## config.mk

```make
export PLATFORM = sky130hd
export DESIGN_NAME = memwait_master
export DESIGN_NICKNAME = d
export VERILOG_FILES = /design/src/rtl/memwait_pkg.sv /design/src/rtl/memwait_req_latch.sv /design/src/rtl/memwait_wait_timer.sv /design/src/rtl/memwait_bus_seq.sv /design/src/rtl/memwait_master.sv
export SDC_FILE = /design/constraint.sdc
export NUM_CORES = 1
export LEC_CHECK = 0
export CAP_MARGIN = 10
export CORE_AREA = 2 2 120 87
export CTS_BUF_LIST = sky130_fd_sc_hd__clkbuf_8
export CTS_CLUSTER_DIAMETER = 30
export DETAILED_ROUTE_END_ITERATION = 8
export DIE_AREA = 0 0 122 89
export GPL_ROUTABILITY_DRIVEN = 0
export MAX_ROUTING_LAYER = met4
export SLEW_MARGIN = 20
export SYNTH_ARGS = -nofsm -noshare
export SYNTH_HDL_FRONTEND = slang
export SYNTH_HIERARCHICAL = 1
export SYNTH_SLANG_ARGS = --single-unit
export TNS_END_PERCENT = 50
```

## constraint.sdc

```tcl
create_clock -name clk -period 1.9 [get_ports clk]
set_input_delay 0.38 -clock clk [delete_from_list [all_inputs] [get_ports clk]]
set_output_delay 0.38 -clock clk [all_outputs]
set_load 0.1 [all_outputs]
```

## src/rtl/memwait_pkg.sv

```systemverilog
package memwait_pkg;
  typedef enum logic [1:0] {
    PH_IDLE   = 2'd0,
    PH_SETUP  = 2'd1,
    PH_STROBE = 2'd2,
    PH_HOLD   = 2'd3
  } bus_phase_e;
endpackage

```

## src/rtl/memwait_req_latch.sv

```systemverilog
module memwait_req_latch #(
  parameter int ADDR_W = 16,
  parameter int DATA_W = 16
) (
  input  logic              clk,
  input  logic              rst,
  input  logic              req_valid,
  input  logic              req_write,
  input  logic [ADDR_W-1:0] req_addr,
  input  logic [DATA_W-1:0] req_wdata,
  input  logic              finish,
  output logic              req_ready,
  output logic              accept,
  output logic              hold_write,
  output logic [ADDR_W-1:0] hold_addr,
  output logic [DATA_W-1:0] hold_wdata
);
  assign accept = req_valid && req_ready;

  always_ff @(posedge clk) begin
    if (rst) begin
      req_ready  <= 1'b1;
      hold_write <= 1'b0;
      hold_addr  <= '0;
      hold_wdata <= '0;
    end else if (accept) begin
      req_ready  <= 1'b0;
      hold_write <= req_write;
      hold_addr  <= req_addr;
      hold_wdata <= req_wdata;
    end else if (finish) begin
      req_ready  <= 1'b1;
    end
  end


  ignore_busy_chk: assert property (@(posedge clk) disable iff (rst)
    !req_ready |=> ($stable(hold_addr) && $stable(hold_wdata) && $stable(hold_write)));


  ready_drop_chk: assert property (@(posedge clk) disable iff (rst)
    (req_valid && req_ready) |=> !req_ready);
endmodule

```

## src/rtl/memwait_wait_timer.sv

```systemverilog
module memwait_wait_timer #(
  parameter int MIN_WAIT = 1
) (
  input  logic clk,
  input  logic rst,
  input  logic clear,
  input  logic run,
  output logic min_met
);
  generate
    if (MIN_WAIT == 0) begin : g_nowait
      logic unused_inputs;
      assign unused_inputs = ^{clk, rst, clear, run};
      assign min_met = 1'b1;
    end else begin : g_count
      localparam int CW = $clog2(MIN_WAIT + 1);
      localparam logic [CW-1:0] LIMIT = CW'(MIN_WAIT);
      logic [CW-1:0] cnt;

      always_ff @(posedge clk) begin
        if (rst || clear) begin
          cnt <= '0;
        end else if (run && (cnt < LIMIT)) begin
          cnt <= cnt + 1'b1;
        end
      end

      assign min_met = (cnt >= LIMIT);


      cnt_bound_chk: assert property (@(posedge clk) disable iff (rst)
        cnt <= LIMIT);
    end
  endgenerate
endmodule

```

## src/rtl/memwait_bus_seq.sv

```systemverilog
module memwait_bus_seq #(
  parameter int DATA_W = 16
) (
  input  logic              clk,
  input  logic              rst,
  input  logic              accept,
  input  logic              hold_write,
  input  logic              min_met,
  input  logic              mem_ready,
  input  logic [DATA_W-1:0] mem_din,
  output logic              tmr_clear,
  output logic              tmr_run,
  output logic              finish,
  output logic              mem_rd_n,
  output logic              mem_wr_n,
  output logic              mem_dout_en,
  output logic              rsp_done,
  output logic [DATA_W-1:0] rsp_rdata
);
  import memwait_pkg::*;

  bus_phase_e phase;
  logic       leave_strobe;

  assign leave_strobe = (phase == PH_STROBE) && min_met && mem_ready;
  assign tmr_clear    = (phase == PH_SETUP);
  assign tmr_run      = (phase == PH_STROBE);
  assign finish       = (phase == PH_HOLD);

  always_ff @(posedge clk) begin
    if (rst) begin
      phase       <= PH_IDLE;
      mem_rd_n    <= 1'b1;
      mem_wr_n    <= 1'b1;
      mem_dout_en <= 1'b0;
      rsp_done    <= 1'b0;
      rsp_rdata   <= '0;
    end else begin
      rsp_done <= 1'b0;
      unique case (phase)
        PH_IDLE: begin
          if (accept) phase <= PH_SETUP;
        end
        PH_SETUP: begin
          phase       <= PH_STROBE;
          mem_rd_n    <= hold_write;
          mem_wr_n    <= !hold_write;
          mem_dout_en <= hold_write;
        end
        PH_STROBE: begin
          if (leave_strobe) begin
            phase    <= PH_HOLD;
            mem_rd_n <= 1'b1;
            mem_wr_n <= 1'b1;
            if (!hold_write) rsp_rdata <= mem_din;
          end
        end
        PH_HOLD: begin
          phase       <= PH_IDLE;
          mem_dout_en <= 1'b0;
          rsp_done    <= 1'b1;
        end
        default: phase <= PH_IDLE;
      endcase
    end
  end


  strobe_excl_chk: assert property (@(posedge clk) disable iff (rst)
    !(!mem_rd_n && !mem_wr_n));


  no_drive_on_read_chk: assert property (@(posedge clk) disable iff (rst)
    mem_dout_en |-> mem_rd_n);


  ready_before_rise_chk: assert property (@(posedge clk) disable iff (rst)
    ($rose(mem_rd_n) || $rose(mem_wr_n)) |-> $past(mem_ready));


  done_pulse_chk: assert property (@(posedge clk) disable iff (rst)
    rsp_done |=> !rsp_done);


  rdata_write_chk: assert property (@(posedge clk) disable iff (rst)
    (phase == PH_STROBE && hold_write) |=> $stable(rsp_rdata));
endmodule

```

## src/rtl/memwait_master.sv

```systemverilog
module memwait_master #(
  parameter int ADDR_W   = 16,
  parameter int DATA_W   = 16,
  parameter int MIN_WAIT = 1
) (
  input  logic              clk,
  input  logic              rst,
  input  logic              req_valid,
  output logic              req_ready,
  input  logic              req_write,
  input  logic [ADDR_W-1:0] req_addr,
  input  logic [DATA_W-1:0] req_wdata,
  output logic              rsp_done,
  output logic [DATA_W-1:0] rsp_rdata,
  output logic [ADDR_W-1:0] mem_addr,
  output logic [DATA_W-1:0] mem_dout,
  output logic              mem_dout_en,
  input  logic [DATA_W-1:0] mem_din,
  output logic              mem_rd_n,
  output logic              mem_wr_n,
  input  logic              mem_ready
);
  logic accept;
  logic hold_write;
  logic finish;
  logic tmr_clear;
  logic tmr_run;
  logic min_met;

  memwait_req_latch #(.ADDR_W(ADDR_W), .DATA_W(DATA_W)) u_latch (
    .clk        (clk),
    .rst        (rst),
    .req_valid  (req_valid),
    .req_write  (req_write),
    .req_addr   (req_addr),
    .req_wdata  (req_wdata),
    .finish     (finish),
    .req_ready  (req_ready),
    .accept     (accept),
    .hold_write (hold_write),
    .hold_addr  (mem_addr),
    .hold_wdata (mem_dout)
  );

  memwait_wait_timer #(.MIN_WAIT(MIN_WAIT)) u_timer (
    .clk     (clk),
    .rst     (rst),
    .clear   (tmr_clear),
    .run     (tmr_run),
    .min_met (min_met)
  );

  memwait_bus_seq #(.DATA_W(DATA_W)) u_seq (
    .clk         (clk),
    .rst         (rst),
    .accept      (accept),
    .hold_write  (hold_write),
    .min_met     (min_met),
    .mem_ready   (mem_ready),
    .mem_din     (mem_din),
    .tmr_clear   (tmr_clear),
    .tmr_run     (tmr_run),
    .finish      (finish),
    .mem_rd_n    (mem_rd_n),
    .mem_wr_n    (mem_wr_n),
    .mem_dout_en (mem_dout_en),
    .rsp_done    (rsp_done),
    .rsp_rdata   (rsp_rdata)
  );


  addr_hold_chk: assert property (@(posedge clk) disable iff (rst)
    (!req_ready && !$past(req_ready)) |-> ($stable(mem_addr) && $stable(mem_dout)));
endmodule

```

==> flow_summary_export.csv, run 1 <==
group,metric,value,unit
worst_setup_path,cp_max_fo,16,
clock_tree,cts_hold_buf,0,
die,dieHeight,89,um
sta,drv_slew,0,
route,drc_errors,0,
worst_setup_path,cp_data_arrival_time,1.85,ns
logic_synthesis,synth.area.top_cells,"dfxtp_1, a21oi_2, nand3_2, a21bo_1, buf_12",
power,p_sw,1.347,mW
die,pin_count,106,
cells_and_area,area_growth_syn_to_layout,41.00,%
grt,met3_usage,4.337,%
clock_tree,cts_inserted_buffers,9,
route,drtAntennaViolNets,0,
clock_tree,path_clk_slew,0.07,ns
sta,rsz0062_at_grt,"no",
power,p_int,2.651,mW
route,wl_per_cell,12.96,um
grt,grt_max_degree,38,
worst_setup_path,worst-path-stages,5,
cells_and_area,fin_nets,418,
die,core,9572,um2
grt,grt_use_met1,15.59,%
grt,antenna_found_initial,0,
clock_tree,post_cts_resized,0,
logic_synthesis,yosysUniqueCellTypes,30,
logic_synthesis,syn_nets,319,
hold_path,hold_path.class,"primary input to flip-flop",
sta,min_period,1.631,ns
placed_design,place_area,3726,um2
worst_setup_path,crit_type,"flip-flop to flip-flop",
flow_run,maxCapViolations,0,
clock_tree,cts_tree,"yes",
placed_design,dp_hpwl,4.536,mm
grt,grt_pass1_wl,10.21,mm
sta,maxSlewHeadroom,64.60,%
logic_synthesis,ys_ff_latch,57,
cells_and_area,final_cells,494,
cells_and_area,final_area,3989,um2
grt,grt_pass1_vias,2038,
power,peakVddDrop,0.4335,mV
route,dr.pass1.iters,4,
route,via_per_inst,4.387,
power,switching_share,33.69,%
worst_setup_path,reg2reg_slack,0.27,ns
clock_tree,clkLatencyLatePin,0.33,ns
power,power_density,1002,nW/um2
sta,hold_viol_final,0,
clock_tree,clockBufferDepth,2,
die,initial_core_util,29.56,%
logic_synthesis,yosys.area.top_type,"dfxtp_1",
sta,setup_viol,0,
worst_setup_path,required,2.12,ns
worst_setup_path,r2r_start,"u_seq/phase[0]$_SDFFE_PP0P_",
sta,timing.fmax,0.6133,GHz
logic_synthesis,yosysWarnings,6,
route,wl,6.404,mm
grt,grt_usage,12.52,%
grt,grt-busiest-layer,"met2",
logic_synthesis,syn-cell-area,2829,um2
die,die-area,10860,um2
power,p_leak,1.549,nW
worst_setup_path,reg2reg_to,"u_seq/rsp_rdata[7]$_SDFFE_PP0P_",
worst_setup_path,crit_chain,"inv_1, ha_1, nand4b_2, nand2_1, a21oi_2",
logic_synthesis,avgSynthCellArea,10.80,um2
worst_setup_path,start_kind,"flip-flop",
grt,use_met2,18.79,%
worst_setup_path,worst-path-buf-inv,1,
clock_tree,root_buffer,"clkbuf_8",
cells_and_area,nFillCells,939,
worst_setup_path,worst_r2r_path_depth,5,
placed_design,place_ws,0.1811,ns
placed_design,io_buffers,105,
cells_and_area,n_antenna_cell,0,
worst_setup_path,cpLargestDelayFamily,"simple AND/OR/NAND/NOR gates",
logic_synthesis,yosysSeqAreaShare,40.34,%
logic_synthesis,yosys.area.top_type_share,40.34,%
power,combPwrFrac,29.5,%
grt,gr-total-overflow,0,
power,p_seq_share,33.8,%
clock_tree,htreeDepth,3,
sta,fin_worst_skew,0.006057,ns
cells_and_area,drive_gt1_share,44.54,%
clock_tree,post_cts_buffers,0,
die,die_w,122,um
placed_design,place_inst,478,
worst_setup_path,worstSetupEndpoint,"u_seq/rsp_rdata[7]$_SDFFE_PP0P_",
clock_tree,clock-sinks,57,
sta,post-route-period-util,85.82,%
route,via_count,2167,
power,power_frac_clock,36.6,%
sta,tightest_slew,0.5310,ns
sta,tns,0,ns
route,drt_iter0_drc,98,
worst_setup_path,startpoint,"u_seq/phase[0]$_SDFFE_PP0P_",
worst_setup_path,slowest_stage,"nand4b_2",
die,fp-row-count,30,
sta,timing.final.ws_setup,0.2695,ns
status,status,"complete, no violations",
logic_synthesis,netlist_instances,262,
worst_setup_path,endpoint_kind,"flip-flop",
hold_path,whs_path_depth,3,
worst_setup_path,max_stage_delay,0.44,ns
synth_stat cells:
master and count:
nor2_1 7, and4b_1 1, nand3_2 30, inv_1 2, mux2i_1 2, buf_12 7
dfxtp_1 57, a21oi_2 43, a21bo_1 29, nor4b_1 1, and4bb_2 1, buf_6 6
buf_4 2, nand4b_2 1, o21a_1 1, nor3_1 1, nand2_1 31, ha_1 4
a21o_1 1, a21bo_2 4, nand3_1 3, buf_2 8, nand2b_1 2, o21bai_1 1
nor2b_1 2, a21oi_1 9, nor3_2 1, clkbuf_1 2, nand2_2 2, and2_4 1
sequential cells by signal (all words and copies together), names as in the netlist:
| name | flops |
|---|---|
| u_seq/rsp_rdata | 16 |
| u_timer/g_count.cnt | 1 |
| u_seq/mem_dout_en | 1 |
| u_seq/mem_rd_n | 1 |
| u_seq/phase | 2 |
| u_latch/hold_write | 1 |
| u_seq/mem_wr_n | 1 |
| u_seq/rsp_done | 1 |
| u_latch/req_ready | 1 |
| u_latch/hold_wdata | 16 |
| u_latch/hold_addr | 16 |
through the flow:
stage	hold slack (ns)	total power [mW]	utilization [%]
final	0.4464	3.998	41.67
after global routing	0.4458	4.193	41.67
after floorplan	0.4509	2.317	-
after CTS	0.4380	4.073	41.67
after global placement	0.4445	2.555	38.93
after detailed placement	0.4490	2.568	38.93
cell families (layout without fill, tap and decap cells):
kind of cell | count (synthesis) | count (layout) | share of synthesized area (%)
flip-flops | 57 | 57 | 40.34
multiplexers | 2 | 2 | 0.7077
AND/OR/NAND/NOR | 84 | 84 | 19.99
buffers and inverters | 27 | 131 | 9.818
AO/OA/AOI/OAI | 88 | 88 | 27.38
adder cells (fa/ha/maj) | 4 | 4 | 1.769
how the worst min path moves through the flow:
stage                                           from                                to
detailed placement  u_seq/rsp_rdata[13]$_SDFFE_PP0P_  u_seq/rsp_rdata[13]$_SDFFE_PP0P_
finish                                     req_valid    u_latch/req_ready$_SDFFE_PP1P_
global placement     u_seq/rsp_rdata[2]$_SDFFE_PP0P_   u_seq/rsp_rdata[2]$_SDFFE_PP0P_
global route                               req_valid    u_latch/req_ready$_SDFFE_PP1P_
floorplan                                        rst  u_timer/g_count.cnt$_SDFFE_PP0P_
CTS                                        req_valid    u_latch/req_ready$_SDFFE_PP1P_
metal layers:
metal,part of all wire (%),routed length (um),up-vias
met5,0,0,-
met4,1.4,91,0
met3,5.2,336,11
met2,47,3039,49
met1,46,2937,1005
li1,-,-,1102
final cells by class:
class                           count  area [um2]  area share, %
Multi-Input combinational cell    178        1410          35.35
Timing Repair Buffer              113        1006          25.22
Tap cell                          128       160.2          4.015
Inverter                            2       7.507         0.1882
Clock buffer                       12       165.2          4.141
Sequential cell                    57        1142          28.64
Clock inverter                      4       97.59          2.447
worst min-delay path, stage by stage:
cell and delay [ns]:
buf_2 0.13, and2_4 0.16, o21bai_1 0.07
placed cells by master (no fill, tap or decap), drive strengths merged:
master,count
clkdlybuf4s50,50
nor3,2
and4bb,1
dfxtp,57
and4b,1
bufinv,3
o21a,1
ha,4
nand2,33
inv,2
nand2b,2
nor4b,1
mux2i,2
nor2b,2
nand4b,1
nand3,33
o21bai,1
nor2,7
a21o,1
a21bo,33
a21oi,52
clkbuf,12
buf,63
clkinvlp,1
and2,1
power by group through the flow:
stage	sequential, mW	combinational (mW)	clock, mW
after floorplan	1.83	0.487	0
after global placement	1.37	1.18	0
after detailed placement	1.38	1.19	0
after CTS	1.35	1.19	1.53
after global routing	1.37	1.25	1.57
final	1.35	1.18	1.46
Power figures use the tool's default switching activity.
==> inputs of run 2 (changes only) <==
--- a/config.mk
+++ b/config.mk
@@ -8,10 +8,11 @@
 export CAP_MARGIN = 10
 export CORE_AREA = 2 2 120 87
 export CTS_BUF_LIST = sky130_fd_sc_hd__clkbuf_8
-export CTS_CLUSTER_DIAMETER = 30
+export CTS_CLUSTER_SIZE = 24
 export DETAILED_ROUTE_END_ITERATION = 8
 export DIE_AREA = 0 0 122 89
 export GPL_ROUTABILITY_DRIVEN = 0
+export GPL_TIMING_DRIVEN = 0
 export MAX_ROUTING_LAYER = met4
 export SLEW_MARGIN = 20
 export SYNTH_ARGS = -nofsm -noshare
==> flow_summary_export.csv, run 2 (synthesis results as in run 1) <==
group,metric,value,unit
cells_and_area,fin_nets,434,
grt,grt_usage,14.73,%
placed_design,io_buffers,104,
sta,drv_slew,0,
worst_setup_path,cpLargestDelayFamily,"buffers and inverters",
clock_tree,cts_inserted_buffers,9,
grt,grt_pass1_wl,12.06,mm
cells_and_area,mostFrequentLayoutCell,"dfxtp_1",
placed_design,place_ws,0.01096,ns
status,status,"complete, no violations",
power,peakVddDrop,0.3524,mV
sta,tns,0,ns
flow_run,maxCapViolations,0,
worst_setup_path,crit_type,"flip-flop to primary output",
worst_setup_path,worst-path-buf-inv,1,
placed_design,dp_hpwl,5.281,mm
sta,hold_viol_final,0,
die,die_w,122,um
worst_setup_path,crit_chain,"clkdlybuf4s15_1",
cells_and_area,area_growth_syn_to_layout,49.89,%
clock_tree,cts_tree,"yes",
grt,grt_pass1_vias,2328,
sta,timing.final.ws_setup,0.03285,ns
sta,timing.fmax,0.5356,GHz
die,die-area,10860,um2
die,pin_count,106,
worst_setup_path,cp_max_fo,2,
power,power_density,956.8,nW/um2
worst_setup_path,required,1.52,ns
route,drtAntennaViolNets,0,
grt,antenna_found_initial,0,
sta,maxSlewHeadroom,36.81,%
clock_tree,clkLatencyLatePin,0.34,ns
clock_tree,root_buffer,"clkbuf_8",
hold_path,hold_path.class,"primary input to flip-flop",
hold_path,hold_start,"req_valid",
clock_tree,clockBufferDepth,2,
worst_setup_path,slowest_stage,"clkdlybuf4s15_1",
grt,gr-total-overflow,0,
worst_setup_path,max_stage_delay,0.83,ns
sta,tightest_slew,0.9515,ns
die,initial_core_util,29.56,%
route,via_per_inst,4.392,
route,dr.pass1.iters,4,
worst_setup_path,cp_data_arrival_time,1.49,ns
sta,fin_worst_skew,0.01219,ns
cells_and_area,drive_gt1_share,44.76,%
worst_setup_path,endpoint_kind,"primary output",
route,wl,7.438,mm
die,dieHeight,89,um
clock_tree,path_clk_slew,0.07,ns
worst_setup_path,startpoint,"u_latch/hold_addr[8]$_SDFFE_PP0P_",
sta,post-route-period-util,98.27,%
sta,setup_viol,0,
sta,rsz0062_at_grt,"no",
clock_tree,post_cts_buffers,0,
worst_setup_path,r2r_start,"u_seq/phase[0]$_SDFFE_PP0P_",
power,p_leak,1.583,nW
clock_tree,htreeDepth,3,
route,drt_iter0_drc,108,
cells_and_area,final_cell_mix,"dfxtp_1, clkdlybuf4s50_1, a21oi_2",
route,drc_errors,0,
die,fp-row-count,30,
die,core,9572,um2
sta,min_period,1.867,ns
grt,grt_max_degree,11,
worst_setup_path,start_kind,"flip-flop",
route,wl_per_cell,14.58,um
route,via_count,2240,
cells_and_area,n_antenna_cell,0,
cells_and_area,reg_top3,"u_latch/hold_addr x16, u_latch/hold_wdata x16, u_seq/rsp_rdata x16",
clock_tree,clock-sinks,57,
-- run 2: cell types whose count changed in the layout (fill, tap and decap cells not counted), moves of 2 or more --
| cell | previous run | this run |
|---|---|---|
| buf_4 | 58 | 2 |
| clkdlybuf4s15_2 | 0 | 33 |
| buf_2 | 2 | 8 |
| buf_6 | 0 | 6 |
| clkbuf_1 | 0 | 2 |
| clkdlybuf4s15_1 | 0 | 3 |
| clkbuf_2 | 0 | 17 |
| buf_12 | 3 | 7 |
-- run 2: area by class of cell --
cell class                 instances  area, um2
buffer                            25      270.3
clock inverter                     5      102.6
timing repair buffer             104      997.2
clock buffer                      11      151.4
sequential                        57       1141
tap                              128      160.2
inverter                           2      7.507
multi-input combinational        178       1410
fill                             955       5331
-- run 2: what timing repair did --
action	in CTS	in global routing
resized for setup	138	18
hold buffers	0	0
cloned	0	0
setup endpoints to repair	53	18
endpoints found under the hold margin	0	0
-- run 2: where the power goes --
group / switching, mW / total [mW] / internal, mW / leakage, nW
combinational: 0.823 / 1.25 / 0.430 / 0.987
clock: 0.512 / 1.45 / 0.941 / 0.131
sequential: 0.0635 / 1.35 / 1.29 / 0.465
total: 1.40 / 4.06 / 2.66 / 1.58
-- run 2: path summary, 6_finish.rpt --
kind                                         to  slack, ns  cells after the start
max                                 mem_addr[8]       0.03                      1
min          u_latch/hold_addr[14]$_SDFFE_PP0P_       0.42                      3
max reg2reg     u_seq/rsp_rdata[3]$_SDFFE_PP0P_       0.32                      8
min reg2reg     u_seq/rsp_rdata[1]$_SDFFE_PP0P_       0.46                      2
-- run 2: tightest hold or removal path: cells and delay by family --
family	cells	cell delay, ns
AOI/OAI and AO/OA	2	0.19
buffers and inverters	1	0.15
-- run 2: through the flow --
stage | instance area, um2 | util (%) | power [mW] | hold WS, ns | cells
after floorplan | 2829 | - | 2.317 | 0.4509 | 262
after global placement | 4030 | 42.10 | 2.655 | 0.4439 | 494
after detailed placement | 4030 | 42.10 | 2.662 | 0.4517 | 494
after CTS | 4324 | 45.18 | 4.122 | 0.4066 | 510
after global routing | 4240 | 44.30 | 4.250 | 0.4335 | 510
final | 4240 | 44.30 | 4.057 | 0.4238 | 510
-- run 2: per-layer routing --
metal	share of wire [%]	wire length [um]	track usage, %	vias to the layer above
li1	-	-	-	1132
met1	50	3732	19.71	1052
met2	45	3337	22.14	49
met3	4.0	298	4.082	7
met4	0.94	70	3.448	0
met5	0	0	-	-
